`src/rtl/cmt_pkg.sv`:
```
package cmt_pkg;

  localparam int PSC_W = 10;

  // register byte addresses
  localparam int A_CTRL   = 0;
  localparam int A_MODE   = 1;
  localparam int A_PINCTL = 2;
  localparam int A_IRQEN  = 3;
  localparam int A_FLAGS  = 4;
  localparam int A_RUN    = 5;
  localparam int A_CNT    = 6;

  localparam logic [2:0] CLR_ON_A  = 3'd1;
  localparam logic [1:0] EDGE_RISE = 2'd0;
  localparam logic [1:0] EDGE_FALL = 2'd1;

  typedef enum logic [1:0] {
    ACT_NONE = 2'd0,
    ACT_CLR  = 2'd1,
    ACT_SET  = 2'd2,
    ACT_TGL  = 2'd3
  } pin_act_e;

  // terminal value of the prescale divider (divisor - 1)
  function automatic logic [PSC_W-1:0] psc_limit(input logic [2:0] sel);
    case (sel)
      3'd1:    return PSC_W'(3);
      3'd2:    return PSC_W'(15);
      3'd3:    return PSC_W'(63);
      3'd6:    return PSC_W'(255);
      3'd7:    return PSC_W'(1023);
      default: return PSC_W'(0);
    endcase
  endfunction

  function automatic logic psc_is_ext(input logic [2:0] sel);
    return (sel == 3'd4) || (sel == 3'd5);
  endfunction

  function automatic logic pin_has_init(input logic [3:0] code);
    return !code[3] && (code[1:0] != 2'd0);
  endfunction

  function automatic pin_act_e pin_action(input logic [3:0] code);
    if (code[3] || code[1:0] == 2'd0) return ACT_NONE;
    return pin_act_e'(code[1:0]);
  endfunction

endpackage

```
`src/rtl/cmt_tick_gen.sv`:
```
module cmt_tick_gen
  import cmt_pkg::*;
#(
  parameter int SYNC_N = 2
) (
  input  logic       clk,
  input  logic       rst,
  input  logic       run_en,
  input  logic [2:0] psc_sel,
  input  logic [1:0] edge_sel,
  input  logic       ext_in,
  output logic       tick
);

  logic [SYNC_N:0]    ext_q;
  logic [PSC_W-1:0]   div_q;
  logic [PSC_W-1:0]   lim;
  logic               is_ext;
  logic               rise;
  logic               fall;
  logic               ext_hit;
  logic               int_hit;

  assign is_ext = psc_is_ext(psc_sel);
  assign lim    = psc_limit(psc_sel);

  // synchroniser plus one history stage for edge detection
  always_ff @(posedge clk) begin
    if (rst) ext_q <= '0;
    else     ext_q <= {ext_q[SYNC_N-1:0], ext_in};
  end

  assign rise = ext_q[SYNC_N-1] & ~ext_q[SYNC_N];
  assign fall = ~ext_q[SYNC_N-1] & ext_q[SYNC_N];

  always_comb begin
    case (edge_sel)
      EDGE_RISE: ext_hit = rise;
      EDGE_FALL: ext_hit = fall;
      default:   ext_hit = rise | fall;
    endcase
  end

  assign int_hit = (div_q >= lim);

  // divider restarts whenever the channel is idle or fed externally
  always_ff @(posedge clk) begin
    if (rst || !run_en || is_ext) div_q <= '0;
    else if (int_hit)             div_q <= '0;
    else                          div_q <= div_q + PSC_W'(1);
  end

  assign tick = run_en && (is_ext ? ext_hit : int_hit);

endmodule

```
`src/rtl/cmt_counter.sv`:
```
module cmt_counter #(
  parameter int CNT_W  = 16,
  parameter int DATA_W = 8
) (
  input  logic                        clk,
  input  logic                        rst,
  input  logic                        tick,
  input  logic                        clr_on_match,
  input  logic [CNT_W/DATA_W-1:0]     lane_wr,
  input  logic [DATA_W-1:0]           wdata,
  input  logic [CNT_W-1:0]            cmp,
  output logic [CNT_W-1:0]            cnt,
  output logic                        match
);

  localparam int LANES = CNT_W / DATA_W;

  logic [CNT_W-1:0] cnt_q;
  logic [CNT_W-1:0] cnt_d;

  assign match = tick && (cnt_q == cmp);

  always_comb begin
    cnt_d = cnt_q;
    if (tick) begin
      if (match && clr_on_match) cnt_d = '0;
      else                       cnt_d = cnt_q + CNT_W'(1);
    end
    // a bus write to any byte wins over the increment
    if (|lane_wr) begin
      cnt_d = cnt_q;
      for (int i = 0; i < LANES; i++) begin
        if (lane_wr[i]) cnt_d[i*DATA_W +: DATA_W] = wdata;
      end
    end
  end

  always_ff @(posedge clk) begin
    if (rst) cnt_q <= '0;
    else     cnt_q <= cnt_d;
  end

  assign cnt = cnt_q;

endmodule

```
`src/rtl/cmt_pin.sv`:
```
module cmt_pin
  import cmt_pkg::*;
(
  input  logic       clk,
  input  logic       rst,
  input  logic       cfg_wr,
  input  logic [3:0] new_code,
  input  logic [3:0] cur_code,
  input  logic       match,
  output logic       pin
);

  logic pin_q;

  always_ff @(posedge clk) begin
    if (rst) begin
      pin_q <= 1'b0;
    end else if (cfg_wr) begin
      if (pin_has_init(new_code)) pin_q <= new_code[2];
    end else if (match) begin
      case (pin_action(cur_code))
        ACT_CLR: pin_q <= 1'b0;
        ACT_SET: pin_q <= 1'b1;
        ACT_TGL: pin_q <= ~pin_q;
        default: pin_q <= pin_q;
      endcase
    end
  end

  assign pin = pin_q;

endmodule

```
`src/rtl/cmt_channel.sv`:
```
module cmt_channel
  import cmt_pkg::*;
#(
  parameter int DATA_W = 8,
  parameter int CNT_W  = 16,
  parameter int ADDR_W = 4,
  parameter int CH_IDX = 0
) (
  input  logic              clk,
  input  logic              rst,
  input  logic              bus_wr,
  input  logic              bus_rd,
  input  logic [ADDR_W-1:0] bus_addr,
  input  logic [DATA_W-1:0] bus_wdata,
  output logic [DATA_W-1:0] bus_rdata,
  input  logic              ext_clk,
  output logic              cmp_pin,
  output logic              irq
);

  localparam int LANES      = CNT_W / DATA_W;
  localparam int A_CMP_BASE = A_CNT + LANES;

  logic [DATA_W-1:0] ctrl_q, mode_q, pinctl_q, irqen_q, run_q;
  logic [CNT_W-1:0]  cmp_q;
  logic [CNT_W-1:0]  cnt;
  logic              flag_q, arm_q;
  logic [DATA_W-1:0] rdata_q, rd_mux;
  logic [LANES-1:0]  cnt_lane_wr, cmp_lane_wr;
  logic              ctrl_wr, mode_wr, pin_wr, irqen_wr, flag_wr, run_wr, flag_rd;
  logic              run_bit, run_en, tick, match;

  assign ctrl_wr  = bus_wr && (bus_addr == ADDR_W'(A_CTRL));
  assign mode_wr  = bus_wr && (bus_addr == ADDR_W'(A_MODE));
  assign pin_wr   = bus_wr && (bus_addr == ADDR_W'(A_PINCTL));
  assign irqen_wr = bus_wr && (bus_addr == ADDR_W'(A_IRQEN));
  assign flag_wr  = bus_wr && (bus_addr == ADDR_W'(A_FLAGS));
  assign run_wr   = bus_wr && (bus_addr == ADDR_W'(A_RUN));
  assign flag_rd  = bus_rd && (bus_addr == ADDR_W'(A_FLAGS));

  for (genvar g = 0; g < LANES; g++) begin : g_lane
    assign cnt_lane_wr[g] = bus_wr && (bus_addr == ADDR_W'(A_CNT + g));
    assign cmp_lane_wr[g] = bus_wr && (bus_addr == ADDR_W'(A_CMP_BASE + g));
  end

  // configuration registers
  always_ff @(posedge clk) begin
    if (rst) begin
      ctrl_q   <= '0;
      mode_q   <= '0;
      pinctl_q <= '0;
      irqen_q  <= '0;
      run_q    <= '0;
      cmp_q    <= '0;
    end else begin
      if (ctrl_wr)  ctrl_q   <= bus_wdata;
      if (mode_wr)  mode_q   <= bus_wdata;
      if (pin_wr)   pinctl_q <= bus_wdata;
      if (irqen_wr) irqen_q  <= bus_wdata;
      if (run_wr)   run_q    <= bus_wdata;
      for (int i = 0; i < LANES; i++) begin
        if (cmp_lane_wr[i]) cmp_q[i*DATA_W +: DATA_W] <= bus_wdata;
      end
    end
  end

  assign run_bit = run_q[CH_IDX];
  assign run_en  = run_bit && (mode_q[3:0] == 4'd0);

  cmt_tick_gen u_tick (
    .clk      (clk),
    .rst      (rst),
    .run_en   (run_en),
    .psc_sel  (ctrl_q[2:0]),
    .edge_sel (ctrl_q[4:3]),
    .ext_in   (ext_clk),
    .tick     (tick)
  );

  cmt_counter #(
    .CNT_W  (CNT_W),
    .DATA_W (DATA_W)
  ) u_cnt (
    .clk          (clk),
    .rst          (rst),
    .tick         (tick),
    .clr_on_match (ctrl_q[7:5] == CLR_ON_A),
    .lane_wr      (cnt_lane_wr),
    .wdata        (bus_wdata),
    .cmp          (cmp_q),
    .cnt          (cnt),
    .match        (match)
  );

  cmt_pin u_pin (
    .clk      (clk),
    .rst      (rst),
    .cfg_wr   (pin_wr),
    .new_code (bus_wdata[3:0]),
    .cur_code (pinctl_q[3:0]),
    .match    (match),
    .pin      (cmp_pin)
  );

  // match flag: hardware set beats an armed software clear
  always_ff @(posedge clk) begin
    if (rst) begin
      flag_q <= 1'b0;
      arm_q  <= 1'b0;
    end else begin
      if (match)                                  flag_q <= 1'b1;
      else if (flag_wr && arm_q && !bus_wdata[0]) flag_q <= 1'b0;
      if (flag_wr)                 arm_q <= 1'b0;
      else if (flag_rd && flag_q)  arm_q <= 1'b1;
    end
  end

  always_comb begin
    rd_mux = '0;
    if (bus_addr == ADDR_W'(A_CTRL))   rd_mux = ctrl_q;
    if (bus_addr == ADDR_W'(A_MODE))   rd_mux = mode_q;
    if (bus_addr == ADDR_W'(A_PINCTL)) rd_mux = pinctl_q;
    if (bus_addr == ADDR_W'(A_IRQEN))  rd_mux = irqen_q;
    if (bus_addr == ADDR_W'(A_FLAGS))  rd_mux = DATA_W'(flag_q);
    if (bus_addr == ADDR_W'(A_RUN))    rd_mux = run_q;
    for (int i = 0; i < LANES; i++) begin
      if (bus_addr == ADDR_W'(A_CNT + i))      rd_mux = cnt[i*DATA_W +: DATA_W];
      if (bus_addr == ADDR_W'(A_CMP_BASE + i)) rd_mux = cmp_q[i*DATA_W +: DATA_W];
    end
  end

  always_ff @(posedge clk) begin
    if (rst)         rdata_q <= '0;
    else if (bus_rd) rdata_q <= rd_mux;
  end

  assign bus_rdata = rdata_q;
  assign irq       = flag_q && irqen_q[0];

endmodule

```
`config.mk`:
```
export PLATFORM = sky130hd
export DESIGN_NAME = cmt_channel
export DESIGN_NICKNAME = d
export VERILOG_FILES = /design/src/rtl/cmt_pkg.sv /design/src/rtl/cmt_tick_gen.sv /design/src/rtl/cmt_counter.sv /design/src/rtl/cmt_pin.sv /design/src/rtl/cmt_channel.sv
export SDC_FILE = /design/constraint.sdc
export NUM_CORES = 1
export LEC_CHECK = 0
export CAP_MARGIN = 0
export CORE_ASPECT_RATIO = 0.5
export CORE_MARGIN = 4
export CORE_UTILIZATION = 40
export DETAILED_ROUTE_END_ITERATION = 8
export DONT_BUFFER_PORTS = 1
export SYNTH_ARGS = -nofsm -noshare
export SYNTH_HDL_FRONTEND = slang
export SYNTH_SLANG_ARGS = --single-unit
export TNS_END_PERCENT = 5
```
`constraint.sdc`:
```
create_clock -name clk -period 2.9 [get_ports clk]
set_input_delay 0.725 -clock clk [delete_from_list [all_inputs] [get_ports clk]]
set_output_delay 0.725 -clock clk [all_outputs]
set_load 0.05 [all_outputs]
```
Word-level counts from Yosys, hierarchy flattened
Cells that the tools add are included.
- register bits: 96
- output and inout port bits: 10
- word-level logic and storage cells: 124
- $add $sub $neg: 2
- $lt $le $gt $ge: 1
- equal/unequal tests: 25
- multiplexer cells: 33
- bitwise operators: 6
- reductions and logical operators: 42
- operators with widths (operator ; number):
    $mux W8 ; 12
    $pmux W10 S5 ; 1
    $mux W16 ; 3
    $logic_and A1 B1 Y1 ; 20
    $add A16 B1 Y16 const B ; 1
    $eq A16 B16 Y1 ; 1
    $eq A4 B3 Y1 const B ; 4
    $eq A3 B3 Y1 const B ; 4
    $add A10 B1 Y10 const B ; 1
    $ge A10 B10 Y1 ; 1
    $mux W1 ; 10
    $mux W2 ; 5
    $eq A4 B2 Y1 const B ; 2
    $eq A4 B4 Y1 const B ; 2
    $logic_not A4 Y1 ; 2
    $reduce_bool A2 Y1 ; 4
    $eq A3 B1 Y1 const B ; 2
    $eq A3 B2 Y1 const B ; 2
    $reduce_or A2 Y1 ; 3
    $eq A2 B1 Y1 const B ; 2
    $eq A2 B2 Y1 const B ; 2
    $eq A4 B1 Y1 const B ; 1
    $logic_not A2 Y1 ; 2
    $logic_or A1 B1 Y1 ; 4
    other kinds (11) ; 18

Depth between registers and ports, before layout
Gate-level depths: netlist of the first run.
- word-level depth: 18
- gate-level depth with buffers: 12

Modules after synthesis
A second synthesis of the first run with hierarchy kept.
- cell total of the unflattened synthesis: 616
- area, all modules: 5532.8 µm²
- by module, submodules not included (module ; times used ; cells an instance ; area an instance (µm²)):
    cmt_channel ; 1 ; 349 ; 3298.2
    cmt_counter ; 1 ; 158 ; 1221.2
    cmt_tick_gen ; 1 ; 91 ; 870.8
    cmt_pin ; 1 ; 18 ; 142.6

Least setup slack after synthesis of the first run
Ideal clock, no wire load.
- kind: flip-flop to flip-flop
- from: register ctrl_q[2]
- to: register u_cnt.cnt_q[4], in the netlist u_cnt.cnt[4]
- library setup time: 122 ps
- arrival time: 2470 ps
- data required time: 2778 ps
- setup slack: 309 ps
- cell stages (with the launch flop): 12
- buffers on the path: 1
- period minus slack after synthesis: 2591 ps
- cell sequence: dfxtp_1 -> inv_1 -> a21o_1 -> ha_1 -> nor2b_1 -> o21ai_0 -> a41oi_1 -> a211oi_2 -> or2_1 -> buf_4 -> and3_1 -> a221o_1
- word-level cells in the longest chain between the ends: 10
- elaborated cells on any way between the ends: 19
- classes of those cells: 1 x order compare; 7 x eq/ne; 5 x mux; 6 x reduce/logical
- RTL lines (item ; RTL line ; RTL):
    from (decl) ; cmt_channel.sv:24 ; logic [DATA_W-1:0] ctrl_q, mode_q, pinctl_q, irqen_q, run_q;
    from (signal assigned) ; cmt_channel.sv:56 ; if (ctrl_wr) ctrl_q <= bus_wdata;
    $eq A3 B3 Y1, or another cell as far along ; cmt_pkg.sv:27 ; case (sel)
    $pmux W10 S5 ; cmt_pkg.sv:27 ;
    $ge A10 B10 Y1 ; cmt_tick_gen.sv:44 ; assign int_hit = (div_q >= lim);
    $mux W1 (*) ; cmt_tick_gen.sv:53 ; assign tick = run_en && (is_ext ? ext_hit : int_hit);
    $logic_and A1 B1 Y1 (*) ; cmt_tick_gen.sv:53 ;
    $logic_and A1 B1 Y1 ; cmt_counter.sv:21 ; assign match = tick && (cnt_q == cmp);
    $logic_and A1 B1 Y1 ; cmt_counter.sv:26 ; if (match && clr_on_match) cnt_d = '0;
    $mux W16 ; cmt_counter.sv:26 ;
    $mux W16 ; cmt_counter.sv:25 ; if (tick) begin
    $mux W16 ; cmt_counter.sv:30 ; if (|lane_wr) begin
    to (signal assigned) ; cmt_counter.sv:40 ; else cnt_q <= cnt_d;
    to (decl) ; cmt_counter.sv:18 ; logic [CNT_W-1:0] cnt_q;
Every way passes the cells marked *; elsewhere a longest branch is shown, timed or not. The select of a mux whose other input is x is not followed.
A chain may end at the register's enable or synchronous reset.

Worst setup path in the final report of the first run
- from: register ctrl_q[0]
- to: register u_cnt.cnt_q[3], in the netlist u_cnt.cnt[3]
The elaborated chain is that of the path after synthesis.

==> metrics.md, run 1 <==
| Metric | Value |
|---|---|
| CP Launch Type | flip-flop |
| Height of the die | just under 90 microns |
| Global-route usage over all layers | 0.209 |
| Seq cells post-synth | 96 |
| Synth-to-Final Area Change | 11.9% |
| Crit Path Class | flip-flop to flip-flop |
| Fin crit period | around 2800 ps |
| RSZ-0062 raised after global routing | false |
| Post-CTS setup buffers | 0 |
| Largest net degree at the start of global routing | 76 |
| Slew HR | 0.540 |
| Grt met2 use | 0.342 |
| Routed Antenna Nets | 0 |
| Post-Synthesis Cell Area | 0.00507 sq mm |
| Post-Route WL | around 15 mm |
| WL per Instance | about 19 microns |
| Drt drc | 0 |
| Required @ worst endpoint | between 3000 and 4000 ps |
| Clock Tree Buf Depth | 2 |
| GP Congestion | about 0.9 |
| Critical path arrival | between 3000 and 4000 ps |
| Final #Nets | between 600 and 700 |
| Final cell count without fillers | 786 |
| Drt first pass iters | 5 |
| CTS tree | done |
| First-pass GRT wire length | between 20 and 25 mm |
| Via count | 4591 |
| Met3 Usage GRT | 0.0433 |
| Ports | 27 |
| FMAX | between 300 and 400 MHz |
| Netlist cell types | 63 |
| MaxCap Viol Count | 0 |
| CTS buffer count | 9 |
| Final core occ | 0.469 |
| Root Driver | clkbuf_16 |
| Antenna violations before repair | 0 |
| Vias in the first global route | 4262 |
| Die area | 0.0147 sq mm |
| Clock latency on the worst-skew pair | 350 ps |
| Peak supply drop | around 0.31 mV |
| Core Rows | 28 |
| Post-DP HPWL | about 10 mm |
| Hold Violations, Final | 0 |
| Initial Util | 0.420 |
| Die width | roughly 170 microns |
| Asr flop ratio synth | 0 |
| Clock Pin Slew Worst Setup and Hold Paths | about 70 ps |
| Met1 global-route usage | 0.288 |
| Core footprint | around 0.012 sq mm |
| Port bufs | 0 |
| Leak | ~2.1 nW |
| Setup TNS | 0 ps |
| Final setup fails | 0 |
| Tcrit/Tclk final | 0.955 |
| Inserted Diodes | 0 |
| CTS H-tree depth | 3 |
| Avg Inst Size Synth | 8.19 sq um |
| Dpl cells | 770 |
| Number of DRC markers in iteration 0 | 547 |
| Least-Margin Pin Slew | around 690 ps |
| Outcome | finished clean |
| Post-synth EDFFs | 0 |
| Layout cells sized above 1 | 0.0982 |
| Global route overflow | 0 |
| Cells after Synth | about 620 |
| Gr busiest metal | met2 |
| Sequential element share of the synthesized area | 0.379 |
| Cell Pwr Density | about 510 mW/mm^2 |
| Syn. warnings | 0 |
| Max FO, Critical Path | 19 |
| Primary FF master, synth | dfxtp_1 |
| Clock Skew | approximately 8.9 ps |
| Final slew viol count | 0 |
| Syn Nets | between 600 and 700 |
| Drt via density | between 5 and 6 |
| Worst hold path class | flip-flop to flip-flop |
| CP endpoint kind | flip-flop |
| Total clock sinks | 96 |
[through the flow]
step / power [mW] / hold slack [ps] / area, sq um / worst slack, ps
floorplan: 1.58 / 414 / 5070 / 309
global placement: 1.59 / 441 / 5330 / 221
detailed placement: 1.59 / 429 / 5330 / 160
CTS: 2.91 / 432 / 5660 / 105
global route: 2.99 / 433 / 5670 / 5.99
finish: 2.89 / 443 / 5670 / 131
[cells in the final DEF, fill, tap and decap left out, drive strengths merged, types with 3 or more instances in the layout]
| cell | synthesis | layout |
|---|---|---|
| o221ai | 3 | 3 |
| o21ai | 18 | 18 |
| a21oi | 50 | 50 |
| or2 | 3 | 3 |
| o211ai | 3 | 3 |
| nand4 | 4 | 4 |
| dfxtp | 96 | 96 |
| and2 | 3 | 3 |
| clkinv | 2 | 5 |
| mux2i | 34 | 34 |
| a22o | 9 | 9 |
| clkbuf | 31 | 10 |
| ha | 14 | 14 |
| xor2 | 21 | 21 |
| nand2 | 79 | 79 |
| a22oi | 12 | 12 |
| nor3 | 10 | 10 |
| o2111ai | 6 | 6 |
| buf | 10 | 27 |
| and4 | 3 | 3 |
| o211a | 6 | 6 |
| a31oi | 3 | 3 |
| nor4 | 9 | 9 |
| a222oi | 6 | 6 |
| xnor2 | 3 | 3 |
| inv | 21 | 22 |
| a32oi | 3 | 3 |
| nand3 | 41 | 41 |
| nor2b | 9 | 9 |
| a211oi | 5 | 5 |
| and3 | 6 | 6 |
| nor2 | 65 | 65 |
| o22ai | 4 | 4 |
[cells by family (layout without fill, tap and decap cells)]
group / after synthesis / count (layout) / share of synthesized area
flip-flops: 96 / 96 / 0.379
multiplexers: 36 / 36 / 0.0716
AO/OA/AOI/OAI: 146 / 146 / 0.204
XOR/XNOR: 24 / 24 / 0.0415
adder cells (fa/ha/maj): 14 / 14 / 0.0345
AND/OR/NAND/NOR: 239 / 239 / 0.220
buffers and inverters: 64 / 66 / 0.0501
[what timing repair did]
| action | in CTS | in global routing |
|---|---|---|
| hold buffers | 0 | 0 |
| endpoints found under the setup margin | 0 | 9 |
| resized for setup | 0 | 5 |
[cell usage after synthesis, drive strengths merged (3+ instances only)]
library cell / n / area share
nor4: 9 / 0.011
nor3: 10 / 0.012
xnor2: 3 / 0.0052
nand4: 4 / 0.0049
clkbuf: 31 / 0.023
a211oi: 5 / 0.0094
nor2b: 9 / 0.013
o21ai: 18 / 0.018
buf: 10 / 0.0099
o211a: 6 / 0.012
a21oi: 50 / 0.049
inv: 21 / 0.016
a31oi: 3 / 0.0037
a22o: 9 / 0.016
a32oi: 3 / 0.0052
nand2: 79 / 0.058
o22ai: 4 / 0.0049
a222oi: 6 / 0.012
nand3: 41 / 0.040
o2111ai: 6 / 0.010
and3: 6 / 0.0074
a22oi: 12 / 0.018
ha: 14 / 0.035
o211ai: 3 / 0.0044
mux2i: 34 / 0.067
and2: 3 / 0.0037
xor2: 21 / 0.036
nor2: 65 / 0.049
or2: 3 / 0.0037
dfxtp: 96 / 0.38
and4: 3 / 0.0052
o221ai: 3 / 0.0052
[worst max-delay path: stages (launching register included)]
cell       delay (ps)
dfxtp_1           430
nand3_1           140
ha_1              340
o211ai_1          140
a2111o_1          530
a2111oi_4         360
nor3_2            100
buf_12            160
nor2b_1           150
a221o_1           320
[registers in the layout, summed over array words and instances, names as in the netlist, 3 cells and up]
name,flops
cmp_q,16
mode_q,8
pinctl_q,8
irqen_q,8
u_tick.div_q,10
u_tick.ext_q,3
bus_rdata,8
u_cnt.cnt,16
run_q,8
ctrl_q,8
[power breakdown]
group          internal (mW)  switching, mW  total, mW
logic                 0.0742          0.105      0.179
clock network          0.784          0.536       1.32
registers               1.34         0.0467       1.39
[per-layer routing]
metal	vias up	part of all wire
met5	-	0
met3	17	0.060
li1	2218	-
met2	139	0.45
met1	2217	0.47
met4	0	0.015
[final cells by class]
cell class,count,area [sq um]
clock buffer,10,239
clock inverter,6,91.3
fill,1207,6410
inverter,23,86.3
multi-input combinational,459,2910
sequential,96,1920
tap,165,206
timing repair buffer,27,215
[worst paths after layout]
| path | start | end | slack (ps) | depth (start not counted) |
|---|---|---|---|---|
| setup reg to reg | ctrl_q[0]$_SDFFE_PP0P_ | u_cnt.cnt[3]$_SDFFE_PP0P_ | 130 | 9 |
| hold reg to reg | u_tick.ext_q[0]$_SDFF_PP0_ | u_tick.ext_q[1]$_SDFF_PP0_ | 440 | 1 |
| setup / recovery | ctrl_q[0]$_SDFFE_PP0P_ | u_cnt.cnt[3]$_SDFFE_PP0P_ | 130 | 9 |
| hold / removal | u_tick.ext_q[0]$_SDFF_PP0_ | u_tick.ext_q[1]$_SDFF_PP0_ | 440 | 1 |
Note: power is estimated with default switching activity, not from simulation.
==> run 2, diff against run 1 <==
--- a/config.mk
+++ b/config.mk
@@ -5,12 +5,12 @@
 export SDC_FILE = /design/constraint.sdc
 export NUM_CORES = 1
 export LEC_CHECK = 0
+export BUFFER_PORTS_ARGS = -buffer_cell sky130_fd_sc_hd__buf_2
 export CAP_MARGIN = 0
 export CORE_ASPECT_RATIO = 0.5
 export CORE_MARGIN = 4
 export CORE_UTILIZATION = 40
 export DETAILED_ROUTE_END_ITERATION = 8
-export DONT_BUFFER_PORTS = 1
 export SYNTH_ARGS = -nofsm -noshare
 export SYNTH_HDL_FRONTEND = slang
 export SYNTH_SLANG_ARGS = --single-unit
==> metrics.md, run 2 (same netlist as run 1, synthesis figures left out) <==
| Metric | Value |
|---|---|
| Root Driver | clkbuf_16 |
| Slew HR | 0.517 (-0.0230) |
| GP Congestion | 0.905 (+0.27%) |
| Drt first pass iters | 5 (unchanged) |
| RSZ-0062 raised after global routing | false |
| Height of the die | 87.6 microns (unchanged) |
| First-pass GRT wire length | 24.4 mm (+1.4%) |
| Global route overflow | 0 (unchanged) |
| Sequential power share | 0.466 (-0.015) |
| Clock Tree Buf Depth | 2 (unchanged) |
| Wire length on met2 | 6.87 mm (+0.91%) |
| Tcrit/Tclk final | 0.930 (-0.0249) |
| CTS buffer count | 9 (unchanged) |
| Commonest non-fill, non-tap cells in the layout | dfxtp_1, nand2_1, nor2_1, a21oi_1, nand3_1 |
| Via count | 4763 (+3.7%) |
| DRT met1 WL | 7.44 mm (+4.9%) |
| Hold Slack | 444 ps (+1.13 ps) |
| Number of DRC markers in iteration 0 | 516 (-5.7%) |
| Clock latency on the worst-skew pair | 340 ps (about the same) |
| Die area | 0.0147 sq mm (unchanged) |
| Max FO, Critical Path | 5 (-14) |
| Synth-to-Final Area Change | 15.2% |
| CP endpoint kind | flip-flop |
| Final #Nets | 684 (+5.7%) |
| Port bufs | 26 (+26) |
| Drt drc | 0 (unchanged) |
| Setup ws final | 203 ps (+72.2 ps) |
| Required @ worst endpoint | 3170 ps (+30 ps) |
| Least-Margin Pin Slew | 719 ps (+30.4 ps) |
| Final cell count without fillers | 823 (+4.7%) |
| Met3 routed WL | 819 microns (-8.4%) |
| Worst reg2reg path endpoint | u_cnt.cnt[14]$_SDFFE_PP0P_ |
| Initial Util | 0.420 (unchanged) |
| MaxCap Viol Count | 0 (unchanged) |
| Dpl cells | 807 (+4.8%) |
| Core Rows | 28 (unchanged) |
| Die width | 167 microns (unchanged) |
| Crit path to | u_cnt.cnt[14]$_SDFFE_PP0P_ |
| Worst R2R Setup Slack | 200 ps (+70 ps) |
| Crit Reg-Reg Startpoint | ctrl_q[0]$_SDFFE_PP0P_ |
| CTS tree | done |
| Routed Antenna Nets | 0 (unchanged) |
| R2r worst-path depth | 10 (+1) |
| Crit Path Class | flip-flop to flip-flop |
| Fin crit period | 2700 ps (-72.2 ps) |
| Final slew viol count | 0 (unchanged) |
| CP startpoint | ctrl_q[0]$_SDFFE_PP0P_ |
| Antenna violations before repair | 0 (unchanged) |
| FMAX | 371 MHz (+2.7%) |
| Total clock sinks | 96 (unchanged) |
| Top routing layer in use | met4 |
| Hold Violations, Final | 0 (unchanged) |
| Post-DP HPWL | 11.0 mm (+4.5%) |
| Setup TNS | 0 ps (unchanged) |
| Drt via density | 5.79 (-0.92%) |
| Leak | 2.28 nW (+7.1%) |
| Global-route usage over all layers | 0.211 (+0.00132) |
| Ports | 27 (unchanged) |
| Core footprint | 0.0121 sq mm (unchanged) |
| Clock Skew | 7.55 ps (-1.38 ps) |
| Switching share of total power | 0.254 (+0.0159) |
| Clock Pin Slew Worst Setup and Hold Paths | 70 ps (about the same) |
| Post-CTS setup buffers | 0 (unchanged) |
| Worst hold path class | flip-flop to flip-flop |
| Layout cells sized above 1 | 0.143 (+0.0446) |
| Largest net degree at the start of global routing | 37 (-51%) |
| Clock share of power | 0.435 (-0.022) |
| Psw | 0.744 mW (+8.3%) |
| Placement Setup Slack | 138 ps (-22.6 ps) |
| Final setup fails | 0 (unchanged) |
| WL per Instance | 18.6 microns (-2.5%) |
| Vias in the first global route | 4360 (+2.3%) |
| CTS H-tree depth | 3 (unchanged) |
| Peak supply drop | 0.234 mV (-24%) |
| CP Launch Type | flip-flop |
| Critical path arrival | 2970 ps (-40 ps) |
| Outcome | finished clean |
| Total chip power | 2.93 mW (+1.6%) |
| Logic pwr share | 0.099 (+0.037) |
| Post-Route WL | 15.3 mm (+2.1%) |
| Cell Pwr Density | 502 mW/mm^2 (-1.4%) |
| Cell internal pwr | 2.19 mW (-0.56%) |
| Most common cell after layout, fill and taps aside | dfxtp_1 |
| Inserted Diodes | 0 (unchanged) |
run 2: critical path, stage by stage (launching register included):
cell and delay (ps):
dfxtp_1 350, o21ai_0 280, ha_1 310, a21oi_1 130, o21ai_0 80, a41oi_1 270
a211oi_2 170, buf_4 170, nor3_1 590, a21oi_1 90, o221ai_1 180
run 2: per-layer routing:
| layer | vias up | track usage |
|---|---|---|
| li1 | 2291 | - |
| met1 | 2289 | 0.301 |
| met2 | 159 | 0.339 |
| met3 | 24 | 0.0392 |
| met4 | 0 | 0.0412 |
| met5 | - | 0 |
run 2: what timing repair did:
action                                  CTS  global route
hold buffers                              0             0
endpoints found under the hold margin     0             0
endpoints found under the setup margin    0             7
gates resized for setup                   0             2
run 2: area by class of cell:
class	count	area, sq um
inverters	23	86.3
multi-input cells	459	2900
repair buffers	64	415
fillers	1186	6240
well taps	165	206
flip-flops and latches	96	1920
clock buffers	11	233
clock inverters	5	81.3
run 2: power groups by stage:
stage / Clock [mW] / Combinational [mW] / Sequential [mW]
floorplan: 0 / 0.173 / 1.41
global placement: 0 / 0.283 / 1.40
detailed placement: 0 / 0.284 / 1.40
CTS: 1.30 / 0.285 / 1.37
global route: 1.35 / 0.311 / 1.37
finish: 1.28 / 0.290 / 1.37
run 2: metrics by stage:
step | cell area (sq um) | util
after floorplan | 5070 | -
after global placement | 5530 | 0.457
after detailed placement | 5530 | 0.457
after CTS | 5840 | 0.483
after global routing | 5840 | 0.483
final | 5840 | 0.483
run 2: how the worst min path moves through the flow:
| stage | cells after the start | to | slack, ps | start |
|---|---|---|---|---|
| after global placement | 1 | u_tick.ext_q[1]$_SDFF_PP0_ | 440 | u_tick.ext_q[0]$_SDFF_PP0_ |
| final | 1 | u_tick.ext_q[1]$_SDFF_PP0_ | 440 | u_tick.ext_q[0]$_SDFF_PP0_ |
| after global routing | 1 | u_tick.ext_q[1]$_SDFF_PP0_ | 480 | u_tick.ext_q[0]$_SDFF_PP0_ |
| after floorplan | 1 | u_tick.ext_q[1]$_SDFF_PP0_ | 410 | u_tick.ext_q[0]$_SDFF_PP0_ |
| after detailed placement | 1 | u_tick.ext_q[1]$_SDFF_PP0_ | 440 | u_tick.ext_q[0]$_SDFF_PP0_ |
| after CTS | 1 | u_tick.ext_q[1]$_SDFF_PP0_ | 460 | u_tick.ext_q[0]$_SDFF_PP0_ |
==> run 3, diff against run 2 <==
--- a/config.mk
+++ b/config.mk
@@ -7,10 +7,11 @@
 export LEC_CHECK = 0
 export BUFFER_PORTS_ARGS = -buffer_cell sky130_fd_sc_hd__buf_2
 export CAP_MARGIN = 0
-export CORE_ASPECT_RATIO = 0.5
+export CORE_ASPECT_RATIO = 0.6
 export CORE_MARGIN = 4
-export CORE_UTILIZATION = 40
+export CORE_UTILIZATION = 60
 export DETAILED_ROUTE_END_ITERATION = 8
+export PLACE_DENSITY = 0.78
 export SYNTH_ARGS = -nofsm -noshare
 export SYNTH_HDL_FRONTEND = slang
 export SYNTH_SLANG_ARGS = --single-unit
==> metrics.md, run 3 (same netlist as run 1, synthesis figures left out) <==
| Metric | Value |
|---|---|
| Post-Route WL | 15.4 mm (+0.65%) |
| Grt met2 use | 0.452 (+0.113) |
| Final cell count without fillers | 768 (-6.7%) |
| RSZ-0062 raised after global routing | false |
| CTS H-tree depth | 3 (unchanged) |
| Routed Antenna Nets | 0 (unchanged) |
| Global route overflow | 0 (unchanged) |
| Core Rows | 25 (-11%) |
| Layout cells sized above 1 | 0.148 (+0.00563) |
| Root Driver | clkbuf_16 |
| Inserted Diodes | 0 (unchanged) |
| Worst hold path class | flip-flop to flip-flop |
| Global-route usage over all layers | 0.317 (+0.106) |
| Worst Path Buf+Inv | 1 (unchanged) |
| Final slew viol count | 0 (unchanged) |
| Drt via density | 6.46 (+12%) |
| Final setup fails | 0 (unchanged) |
| Leak | 2.27 nW (-0.24%) |
| Crit-path max cell delay | 440 ps (-150 ps) |
| Largest net degree at the start of global routing | 54 (+46%) |
| Least-Margin Pin Slew | 772 ps (+53.0 ps) |
| Synth-to-Final Area Change | 13.6% |
| Peak supply drop | 0.395 mV (+69%) |
| Required @ worst endpoint | 3160 ps (about the same) |
| Cell Pwr Density | 487 mW/mm^2 (-3.1%) |
| Post-DP HPWL | 11.2 mm (+1.9%) |
| Port bufs | 26 (unchanged) |
| Worst path slowest cell | nor3_2 |
| Clock Skew | 9.50 ps (+1.96 ps) |
| Commonest non-fill, non-tap cells in the layout | dfxtp_1, nand2_1, nor2_1, a21oi_1 |
| FMAX | 371 MHz (about the same) |
| Hold Violations, Final | 0 (unchanged) |
| Clock Tree Buf Depth | 2 (unchanged) |
| Drt drc | 0 (unchanged) |
| CP Launch Type | flip-flop |
| Total chip power | 2.80 mW (-4.4%) |
| Met3 Usage GRT | 0.147 (+0.107) |
| Gr busiest metal | met2 |
| Clock Pin Slew Worst Setup and Hold Paths | 70 ps (about the same) |
| Drt first pass iters | 6 (+1) |
| CP endpoint kind | flip-flop |
| Initial Util | 0.631 (+0.211) |
| Outcome | finished clean |
| Die width | 127 microns (-24%) |
| Max FO, Critical Path | 8 (+3) |
| Clock latency on the worst-skew pair | 350 ps (about the same) |
| MaxCap Viol Count | 0 (unchanged) |
| Slew HR | 0.484 (-0.0327) |
| Final #Nets | 687 (+0.44%) |
| CP cell instances | o21ai_0 > ha_1 > a21oi_1 > o21ai_0 > a41oi_1 > buf_4 > a2111oi_4 > nor3_2 > nand2_1 > o311ai_2 |
| Ports | 27 (unchanged) |
| CTS buffer count | 9 (unchanged) |
| WL per Instance | 20.1 microns (+7.9%) |
| Antenna violations before repair | 0 (unchanged) |
| Most common cell on crit path | o21ai_0 |
| Height of the die | 79.2 microns (-9.6%) |
| CTS tree | done |
| Post-CTS setup buffers | 0 (unchanged) |
| Most common cell after layout, fill and taps aside | dfxtp_1 |
| Post-CTS Hold Fix Bufs | 0 (unchanged) |
| First-pass GRT wire length | 24.8 mm (+1.5%) |
| Core footprint | 0.00804 sq mm (-33%) |
| Vias in the first global route | 4570 (+4.8%) |
| Setup TNS | 0 ps (unchanged) |
| Via count | 4964 (+4.2%) |
| Crit Path Class | flip-flop to flip-flop |
| Final core occ | 0.717 (+0.233) |
| GP Congestion | 0.967 (+6.8%) |
| Met1 global-route usage | 0.427 (+0.126) |
| Tcrit/Tclk final | 0.930 (about the same) |
| Fin crit period | 2700 ps (+0.604 ps) |
| Total clock sinks | 96 (unchanged) |
| Crit path max-delay family | compound AO/OA/AOI/OAI gates |
| Dpl cells | 753 (-6.7%) |
| Die area | 0.0100 sq mm (-32%) |
| Critical path arrival | 2960 ps (about the same) |
| Number of DRC markers in iteration 0 | 782 (+52%) |
-- run 3: metal layers --
layer,wire (microns),up-vias
met5,0,-
met4,250,0
met2,6250,308
met3,2340,27
li1,-,2296
met1,6590,2333
-- run 3: worst reg2reg max path, delay by kind of cell (launching register included) --
family	cells	cell delay, ps
compound gates	6	1110
simple gates	2	660
flops	1	350
fa+ha+maj	1	320
buf+inv	1	180
-- run 3: area by class of cell --
class | instances | area, sq um
clock buffers | 10 | 239
inverters | 23 | 86.3
well taps | 108 | 135
clock inverters | 5 | 41.3
fillers | 634 | 2280
multi-input cells | 459 | 2900
flip-flops and latches | 96 | 1920
repair buffers | 67 | 438
-- run 3: report_power, final --
part / internal, mW / leakage [nW] / total, mW / switching [mW]
sequential: 1.34 / 0.777 / 1.37 / 0.0235
clock: 0.608 / 0.132 / 1.14 / 0.528
combinational: 0.0937 / 1.36 / 0.301 / 0.207
total: 2.04 / 2.27 / 2.80 / 0.759
-- run 3: repair_timing --
action                                  4_1_cts  5_1_grt
endpoints found under the hold margin         0        0
endpoints found under the setup margin        0        4
gates resized for setup                       0        2
-- run 3: through the flow --
step	hold WS [ps]	cell area, sq um	setup WS, ps
CTS	441	5760	194
global route	458	5760	31.6
finish	444	5760	202
global placement	424	5480	318
floorplan	414	5070	309
detailed placement	425	5480	210
-- run 3: path summary, 6_finish.rpt --
check                                                start                    endpoint  slack, ps  cells past startpoint
worst max register to register      ctrl_q[0]$_SDFFE_PP0P_  u_cnt.cnt[12]$_SDFFE_PP0P_        200                     10
worst min register to register  u_tick.ext_q[0]$_SDFF_PP0_  u_tick.ext_q[1]$_SDFF_PP0_        440                      1
worst max-delay path                ctrl_q[0]$_SDFFE_PP0P_  u_cnt.cnt[12]$_SDFFE_PP0P_        200                     10
worst min-delay path            u_tick.ext_q[0]$_SDFF_PP0_  u_tick.ext_q[1]$_SDFF_PP0_        440                      1
